===== src/rtl/lxe_pkg.sv =====
package lxe_pkg;
   localparam int DATA_W   = 8;
   localparam int ADDR_W   = 7;
   localparam int LFSR_W   = 6;
   localparam int MSG_LEN  = 64;
   localparam int OUT_BASE = 64;
   localparam int CFG_PAD  = 61;
   localparam int CFG_MASK = 62;
   localparam int CFG_SEED = 63;
   localparam logic [7:0] PAD_CHAR = 8'h5F;

   typedef enum logic [2:0] {
      ST_IDLE,
      ST_CFG_PAD,
      ST_CFG_MASK,
      ST_CFG_SEED,
      ST_SEED,
      ST_FETCH,
      ST_WRITE,
      ST_DONE
   } lxe_state_e;
endpackage


===== src/rtl/lxe_lfsr.sv =====
module lxe_lfsr #(
   parameter int W = 6
) (
   input  logic         clk,
   input  logic         rst_n,
   input  logic         load,
   input  logic         step,
   input  logic [W-1:0] seed,
   input  logic [W-1:0] mask,
   output logic [W-1:0] state
);
   if (W < 2) begin : g_bad_w
      $error("lxe_lfsr: W must be at least 2");
   end

   logic fb;
   assign fb = ^(state & mask);

   always_ff @(posedge clk) begin
      if (!rst_n)     state <= '0;
      else if (load)  state <= seed;
      else if (step)  state <= {state[W-2:0], fb};
   end
endmodule


===== src/rtl/lxe_cfg_regs.sv =====
module lxe_cfg_regs #(
   parameter int DATA_W = 8,
   parameter int LFSR_W = 6
) (
   input  logic              clk,
   input  logic              rst_n,
   input  logic              cap_pad,
   input  logic              cap_mask,
   input  logic [DATA_W-1:0] rdata,
   output logic [DATA_W-1:0] pad_len,
   output logic [LFSR_W-1:0] fb_mask
);
   if (LFSR_W > DATA_W) begin : g_bad_w
      $error("lxe_cfg_regs: LFSR_W exceeds DATA_W");
   end

   always_ff @(posedge clk) begin
      if (!rst_n) begin
         pad_len <= '0;
         fb_mask <= '0;
      end else begin
         if (cap_pad)  pad_len <= rdata;
         if (cap_mask) fb_mask <= rdata[LFSR_W-1:0];
      end
   end
endmodule


===== src/rtl/lxe_idx_ctr.sv =====
module lxe_idx_ctr #(
   parameter int LEN = 64,
   localparam int W  = (LEN > 1) ? $clog2(LEN) : 1
) (
   input  logic         clk,
   input  logic         rst_n,
   input  logic         clr,
   input  logic         inc,
   output logic [W-1:0] idx,
   output logic         last
);
   if (LEN < 2) begin : g_bad_len
      $error("lxe_idx_ctr: LEN must be at least 2");
   end

   assign last = (idx == W'(LEN - 1));

   always_ff @(posedge clk) begin
      if (!rst_n)    idx <= '0;
      else if (clr)  idx <= '0;
      else if (inc)  idx <= idx + 1'b1;
   end
endmodule


===== src/rtl/lxe_encryptor.sv =====
module lxe_encryptor
   import lxe_pkg::*;
#(
   parameter int DATA_W   = lxe_pkg::DATA_W,
   parameter int ADDR_W   = lxe_pkg::ADDR_W,
   parameter int LFSR_W   = lxe_pkg::LFSR_W,
   parameter int MSG_LEN  = lxe_pkg::MSG_LEN,
   parameter int OUT_BASE = lxe_pkg::OUT_BASE,
   parameter int CFG_PAD  = lxe_pkg::CFG_PAD,
   parameter int CFG_MASK = lxe_pkg::CFG_MASK,
   parameter int CFG_SEED = lxe_pkg::CFG_SEED
) (
   input  logic              clk,
   input  logic              rst_n,
   input  logic              start,
   output logic [ADDR_W-1:0] mem_addr,
   output logic              mem_we,
   output logic [DATA_W-1:0] mem_wdata,
   input  logic [DATA_W-1:0] mem_rdata,
   output logic              done
);
   localparam int IDX_W = $clog2(MSG_LEN);

   if (OUT_BASE + MSG_LEN > (1 << ADDR_W)) begin : g_bad_out
      $error("lxe_encryptor: output region exceeds address space");
   end
   if (CFG_SEED >= (1 << ADDR_W) || CFG_PAD >= (1 << ADDR_W) || CFG_MASK >= (1 << ADDR_W)) begin : g_bad_cfg
      $error("lxe_encryptor: configuration address out of range");
   end
   if (IDX_W > DATA_W) begin : g_bad_idx
      $error("lxe_encryptor: message index wider than data");
   end

   lxe_state_e st, st_nx;

   logic [DATA_W-1:0] pad_len;
   logic [LFSR_W-1:0] fb_mask;
   logic [LFSR_W-1:0] key;
   logic [DATA_W-1:0] key_ext;
   logic [IDX_W-1:0]  idx;
   logic              idx_last;
   logic              in_pad;
   logic [DATA_W-1:0] src;

   lxe_cfg_regs #(.DATA_W(DATA_W), .LFSR_W(LFSR_W)) u_cfg (
      .clk      (clk),
      .rst_n    (rst_n),
      .cap_pad  (st == ST_CFG_MASK),
      .cap_mask (st == ST_CFG_SEED),
      .rdata    (mem_rdata),
      .pad_len  (pad_len),
      .fb_mask  (fb_mask)
   );

   lxe_lfsr #(.W(LFSR_W)) u_lfsr (
      .clk   (clk),
      .rst_n (rst_n),
      .load  (st == ST_SEED),
      .step  (st == ST_WRITE),
      .seed  (mem_rdata[LFSR_W-1:0]),
      .mask  (fb_mask),
      .state (key)
   );

   lxe_idx_ctr #(.LEN(MSG_LEN)) u_idx (
      .clk   (clk),
      .rst_n (rst_n),
      .clr   (st == ST_SEED),
      .inc   (st == ST_WRITE),
      .idx   (idx),
      .last  (idx_last)
   );

   if (DATA_W == LFSR_W) begin : g_key_same
      assign key_ext = key;
   end else if (DATA_W > LFSR_W) begin : g_key_zext
      assign key_ext = {{(DATA_W - LFSR_W){1'b0}}, key};
   end else begin : g_key_bad
      $error("lxe_encryptor: LFSR_W exceeds DATA_W");
   end

   assign in_pad    = (DATA_W'(idx) < pad_len);
   assign src       = in_pad ? DATA_W'(PAD_CHAR) : mem_rdata;
   assign mem_wdata = src ^ key_ext;
   assign mem_we    = (st == ST_WRITE);
   assign done      = (st == ST_DONE);

   always_comb begin
      unique case (st)
         ST_CFG_PAD:  mem_addr = ADDR_W'(CFG_PAD);
         ST_CFG_MASK: mem_addr = ADDR_W'(CFG_MASK);
         ST_CFG_SEED: mem_addr = ADDR_W'(CFG_SEED);
         ST_FETCH:    mem_addr = in_pad ? '0 : ADDR_W'(DATA_W'(idx) - pad_len);
         ST_WRITE:    mem_addr = ADDR_W'(OUT_BASE) + ADDR_W'(idx);
         default:     mem_addr = '0;
      endcase
   end

   always_comb begin
      st_nx = st;
      unique case (st)
         ST_IDLE, ST_DONE: if (start) st_nx = ST_CFG_PAD;
         ST_CFG_PAD:       st_nx = ST_CFG_MASK;
         ST_CFG_MASK:      st_nx = ST_CFG_SEED;
         ST_CFG_SEED:      st_nx = ST_SEED;
         ST_SEED:          st_nx = ST_FETCH;
         ST_FETCH:         st_nx = ST_WRITE;
         ST_WRITE:         st_nx = idx_last ? ST_DONE : ST_FETCH;
         default:          st_nx = ST_IDLE;
      endcase
   end

   always_ff @(posedge clk) begin
      if (!rst_n) st <= ST_IDLE;
      else        st <= st_nx;
   end
endmodule


===== config.mk =====
export PLATFORM = sky130hd
export DESIGN_NAME = lxe_encryptor
export DESIGN_NICKNAME = d
export VERILOG_FILES = /design/src/rtl/lxe_pkg.sv /design/src/rtl/lxe_lfsr.sv /design/src/rtl/lxe_cfg_regs.sv /design/src/rtl/lxe_idx_ctr.sv /design/src/rtl/lxe_encryptor.sv
export SDC_FILE = /design/constraint.sdc
export NUM_CORES = 1
export LEC_CHECK = 0
export ABC_AREA = 0
export ABC_CLOCK_PERIOD_IN_PS = 2210
export CAP_MARGIN = 20
export CORE_MARGIN = 2
export CORE_UTILIZATION = 48
export DETAILED_ROUTE_END_ITERATION = 7
export PLACE_DENSITY = 0.81
export SYNTH_ARGS = -nofsm -noshare
export SYNTH_HDL_FRONTEND = slang
export SYNTH_SLANG_ARGS = --single-unit

===== constraint.sdc =====
create_clock -name clk -period 2.21 [get_ports clk]
set_input_delay 0.442 -clock clk [delete_from_list [all_inputs] [get_ports clk]]
set_output_delay 0.442 -clock clk [all_outputs]
set_load 0.02 [all_outputs]

# Yosys cells after proc, flatten, opt, wreduce, memory -nomap -nowiden
# Index checks and enable logic that the tools add are counted.
[op_classes]
n_addsub = 3
n_lt_le_gt_ge = 1
n_eq_ne = 9
n_mux = 8
bitwise_logic = 3
reduce_logical = 5
[ops]
columns = ["op", "n"]
rows = [
  ["one-hot mux 7 bit (5 select lines)", 1],
  ["one-hot mux 3 bit (7 select lines)", 1],
  ["== test 3 bit, second input constant", 4],
  ["two-way mux 6 bit", 2],
  ["< comparator 6 x 8 -> 1 bit", 1],
  ["two-way mux 8 bit", 1],
  ["XOR 8 x 6 -> 8 bit", 1],
  ["adder 7 x 6 -> 7 bit, first input constant", 1],
  ["two-way mux 7 bit", 1],
  ["subtractor 6 x 7 -> 7 bit", 1],
  ["adder 6 x 1 -> 6 bit, second input constant", 1],
  ["AND 6 bit", 1],
  ["== test 3 x 2 -> 1 bit, second input constant", 2],
  ["== test 6 bit, second input constant", 1],
  ["XOR reduction 6 bit", 1],
  ["OR reduction 2 bit", 2],
  ["== test 3 x 1 -> 1 bit, second input constant", 1],
  ["zero test 3 bit", 1],
  ["two-way mux 3 bit", 1],
  ["two-way mux 2 bit", 1],
  ["!= test 2 bit, second input constant", 1],
  ["nonzero test 2 bit", 1],
  ["inverter 1 bit", 1],
]
[word_totals]
ff_bits = 29
out_inout_bits = 17

# Depth between registers and ports, before layout
[depth]
ltp_word = 4
depth_mapped = 8
depth_no_buf = 8

# Cells and area by module
# A second synthesis with hierarchy kept.
[unflattened]
hier_cells = 218
area_unflattened_um2 = 1840.5
[by_module_without_submodules]
columns = ["module", "n_inst", "cells_per_inst", "area_per_inst_um2", "seq_area_each_um2"]
rows = [
  ["lxe_encryptor", 1, 102, 691.9, 60.1],
  ["lxe_cfg_regs", 1, 45, 531.8, 280.3],
  ["lxe_lfsr", 1, 43, 359.1, 120.1],
  ["lxe_idx_ctr", 1, 28, 257.7, 120.1],
]

# Least setup slack after synthesis
# No wires, ideal clock.
[synth_path]
kind = "register to output"
from = "reg u_idx.idx[0]"
to = "out mem_addr[3]"
arrival_time_ns = 2.095
setup_slack_ns = -0.327
stages_incl_launch_ff = 9
path_cell_list = "dfxtp_1 -> inv_1 -> ha_1 -> fa_1 -> nor2b_2 -> o31ai_4 -> a211oi_4 -> nand4_1 -> a22oi_1"
[synth_via]
elab_chain_len = 3
elab_cells_between_ends = 5
cone_classes = "2 x add/sub; 1 x order compare; 2 x mux"
[synth_rtl]
columns = ["item", "line_no", "text"]
rows = [
  ["start, declared", "lxe_idx_ctr.sv:9", "output logic [W-1:0] idx,"],
  ["start signal, assigned", "lxe_idx_ctr.sv:21", "else if (inc) idx <= idx + 1'b1;"],
  ["subtractor 6 x 7 -> 7 bit or < comparator 6 x 8 -> 1 bit (tied branches)", "lxe_encryptor.sv:93, lxe_encryptor.sv:82", ""],
  ["two-way mux 7 bit", "lxe_encryptor.sv:93", "ST_FETCH: mem_addr = in_pad ? '0 : ADDR_W'(DATA_W'(idx) - pad_len);"],
  ["one-hot mux 7 bit (5 select lines) *", "lxe_encryptor.sv:89", "unique case (st)"],
  ["end, declared", "lxe_encryptor.sv:16", "output logic [ADDR_W-1:0] mem_addr,"],
]
# Every way passes the cells marked *; elsewhere a longest branch is shown, timed or not.

# Final worst setup path
[layout_path]
from = "reg u_idx.idx[0]"
to = "out mem_addr[0]"
# Same word-level chain as after synthesis.

==> flow_summary.toml <==
[cells_and_area]
instances_no_fill = 330
fillers = 279
layout-drive-gt1-share = 0.323
syn2layout_area_growth_pct = 44.2
finalCoreUtilization = 0.716
fin_nets = 300
diodes = 0

[global_routing]
grt_pass1_wl_mm = 8.05
grt_pass1_vias = 1732
antenna_found_initial = 0
grt_max_degree = 20
gr-total-overflow = 0
grtUsageTotal = 0.250

[detailed_routing]
drtAntennaViolNets = 0
top_layer_used = "met4"
totalWireLength_mm = 4.87
vias = 1769
met3_length_um = 175
wl_met2_mm = 2.49
drt-pass1-iter-count = 4
wirelength_met1_mm = 2.08
viasPerCell = 5.36
first_iter_violations = 92
drc_errors = 0
wire_per_inst_um = 14.8

[power]
comb_power_share = 0.317
p_int_mw = 1.17
power.share.clock = 0.347
power_density_nw_per_um2 = 639
p_switching_mw = 0.509
total_power_mw = 1.68
switching_share = 0.303
p_seq_frac = 0.336
p_leak_nw = 1.18
ir_worst_vdd_mv = 0.427

[sta]
setup_viol = 14
skew_ns = 0.00461
max_freq_mhz = 372
timing.final.crit_share = 1.22
rsz0062_at_grt = "yes"
setup_ws_ns = -0.480
timing.slew.headroom = 0.543
min_period_ns = 2.69
hold_viol = 0
worst_pin_slew_ns = 0.679
maxSlewViolCount = 0

[floorplanning]
die_area_um2 = 4300
ioPinCount = 28
die_width_um = 65.6
initial_utilization = 0.497
die_y_um = 65.6
row_count = 22
core_um2 = 3660

[logic_synthesis]
synth_nets = 237
synth_top_area_frac = 0.319
synth.most_common_cell = "dfxtp_1"
synth_area_leaders = "dfxtp_1, mux2i_1, xnor2_1"
yosysTopAreaCell = "dfxtp_1"
synth_area_um2 = 1820
synth_common_cells = "dfxtp_1, nor2_1, nand2_1"
syn_area_per_cell_um2 = 8.35
synth_seq_cells = 29
ys_types = 44
ys_warn_count = 0
synth_edf_count = 0
synth_top_flop_cell = "dfxtp_1"
syn-instance-count = 218
ys_seq_area_frac = 0.319
async_reset_ff_frac = 0

[critical_path]
cpPeakStageDelay_ns = 0.36
critical-path-slowest-cell = "fa_2"
rrSetupSlack_ns = 0.46
path_delay_family = "compound AO/OA/AOI/OAI gates"
arrival_ns = 2.25
critPathCapture = "mem_addr[0]"
reg2reg_to = "u_cfg.pad_len[7]"
r2r-start = "st[1]"
worstPathRequired_ns = 1.77
critPathLaunch = "u_idx.idx[0]"
critPathCaptureType = "output port"
crit_chain = "inv_2, ha_4, fa_2, nor2b_4, o31ai_4, a21o_4, o31ai_4, a22o_1, buf_6"
reg2reg_depth = 4
crit_type = "flip-flop to output port"
cp.depth = 9
crit_path_frequent_cell = "o31ai_4"
worstSetupStartpointType = "flip-flop"
critPathBufInv = 2
crit_fanout = 6

[status]
status = "finished with violations"
violations = "negative setup slack"

[placed_design]
dp.cells = 320
gp_congestion = 0.819
dpl_worst_slack_ns = -0.681
hpwl_mm = 3.46
io_buffers = 27

[worst_hold_path]
hp-class = "flip-flop to flip-flop"

[clock_tree]
cts_buffers = 5
clockBufferDepth = 2
cts_root_buf = "clkbuf_8"
tritoncts = "built"
clk_pin_slew_ns = 0.06
clock_sink_count = 29
htree_levels = 2
clk_latency_ns = 0.29

[flow_run]
maxCapViolCount = 0
registers in the layout (all words and copies together), names as in the netlist:
name / count
st: 3
u_cfg.fb_mask: 6
u_cfg.pad_len: 8
u_idx.idx: 6
u_lfsr.state: 6
per-layer routing:
layer  up-vias  global-route usage
met2        44               0.440
li1        876                   -
met4         0               0.109
met1       838               0.292
met3        11              0.0514
met5         -                   0
cells by family after synthesis:
logic type	count (synthesis)	synth area share
multiplexers	14	0.0770
buffers and inverters	24	0.0543
AND/OR/NAND/NOR	82	0.230
adder cells (fa/ha/maj)	8	0.0591
AO/OA/AOI/OAI	45	0.184
XOR/XNOR	16	0.0770
flip-flops	29	0.319
cells in the final DEF, fill, tap and decap left out, types with 7 or more instances in the layout:
| cell type | count |
|---|---|
| buf_4 | 49 |
| dfxtp_1 | 27 |
| nand2_1 | 20 |
| nor2_1 | 17 |
| nor2b_1 | 17 |
| mux2i_1 | 14 |
| clkdlybuf4s50_1 | 12 |
| a21oi_1 | 11 |
| inv_1 | 10 |
| o21ai_0 | 10 |
| xnor2_1 | 7 |
layout make-up:
cell class / instances / area, µm² / area share
Inverter: 12 / 45.0 / 0.0172
Tap cell: 48 / 60.1 / 0.0229
Sequential cell: 29 / 583 / 0.222
Timing Repair Buffer: 68 / 556 / 0.212
Clock inverter: 2 / 37.5 / 0.0143
Clock buffer: 6 / 82.6 / 0.0315
Multi-Input combinational cell: 165 / 1260 / 0.480
worst min-delay path by stage:
stage | start | to | slack, ns | cells after the start
after floorplan | u_idx.idx[5] | st[1] | 0.48 | 2
after global placement | u_cfg.pad_len[6] | u_cfg.pad_len[6] | 0.50 | 2
after detailed placement | u_cfg.fb_mask[5] | u_cfg.fb_mask[5] | 0.51 | 2
after CTS | u_cfg.fb_mask[5] | u_cfg.fb_mask[5] | 0.53 | 2
after global routing | u_cfg.fb_mask[5] | u_cfg.fb_mask[5] | 0.56 | 2
final | u_cfg.fb_mask[5] | u_cfg.fb_mask[5] | 0.53 | 2
what timing repair did:
item	4_1_cts	5_1_grt
gates resized for setup	70	7
hold buffers	0	0
pin swaps	10	0
setup endpoints to repair	15	15
setup buffers	1	1
per-stage QoR:
step	instance area, µm²	hold WS (ns)	TNS [ns]
5_1_grt	2620	0.564	-6.18
4_1_cts	2610	0.529	-5.28
3_5_place_dp	2480	0.509	-8.10
2_1_floorplan	1910	0.481	-0.485
3_3_place_gp	2480	0.497	-7.30
6_report	2620	0.527	-5.20
worst register-to-register path: stages, from the launching register on:
cell	delay [ns]
dfxtp_2	0.44
buf_4	0.26
and3_1	0.54
mux2i_1	0.31
nor2b_1	0.09
power by group through the flow:
stage	registers [mW]	logic (mW)	clock network, mW
2_1_floorplan	0.564	0.318	0
3_3_place_gp	0.572	0.508	0
3_5_place_dp	0.572	0.520	0
4_1_cts	0.562	0.520	0.581
5_1_grt	0.565	0.570	0.608
6_report	0.563	0.532	0.582
Note: power is estimated with default switching activity, not from simulation.
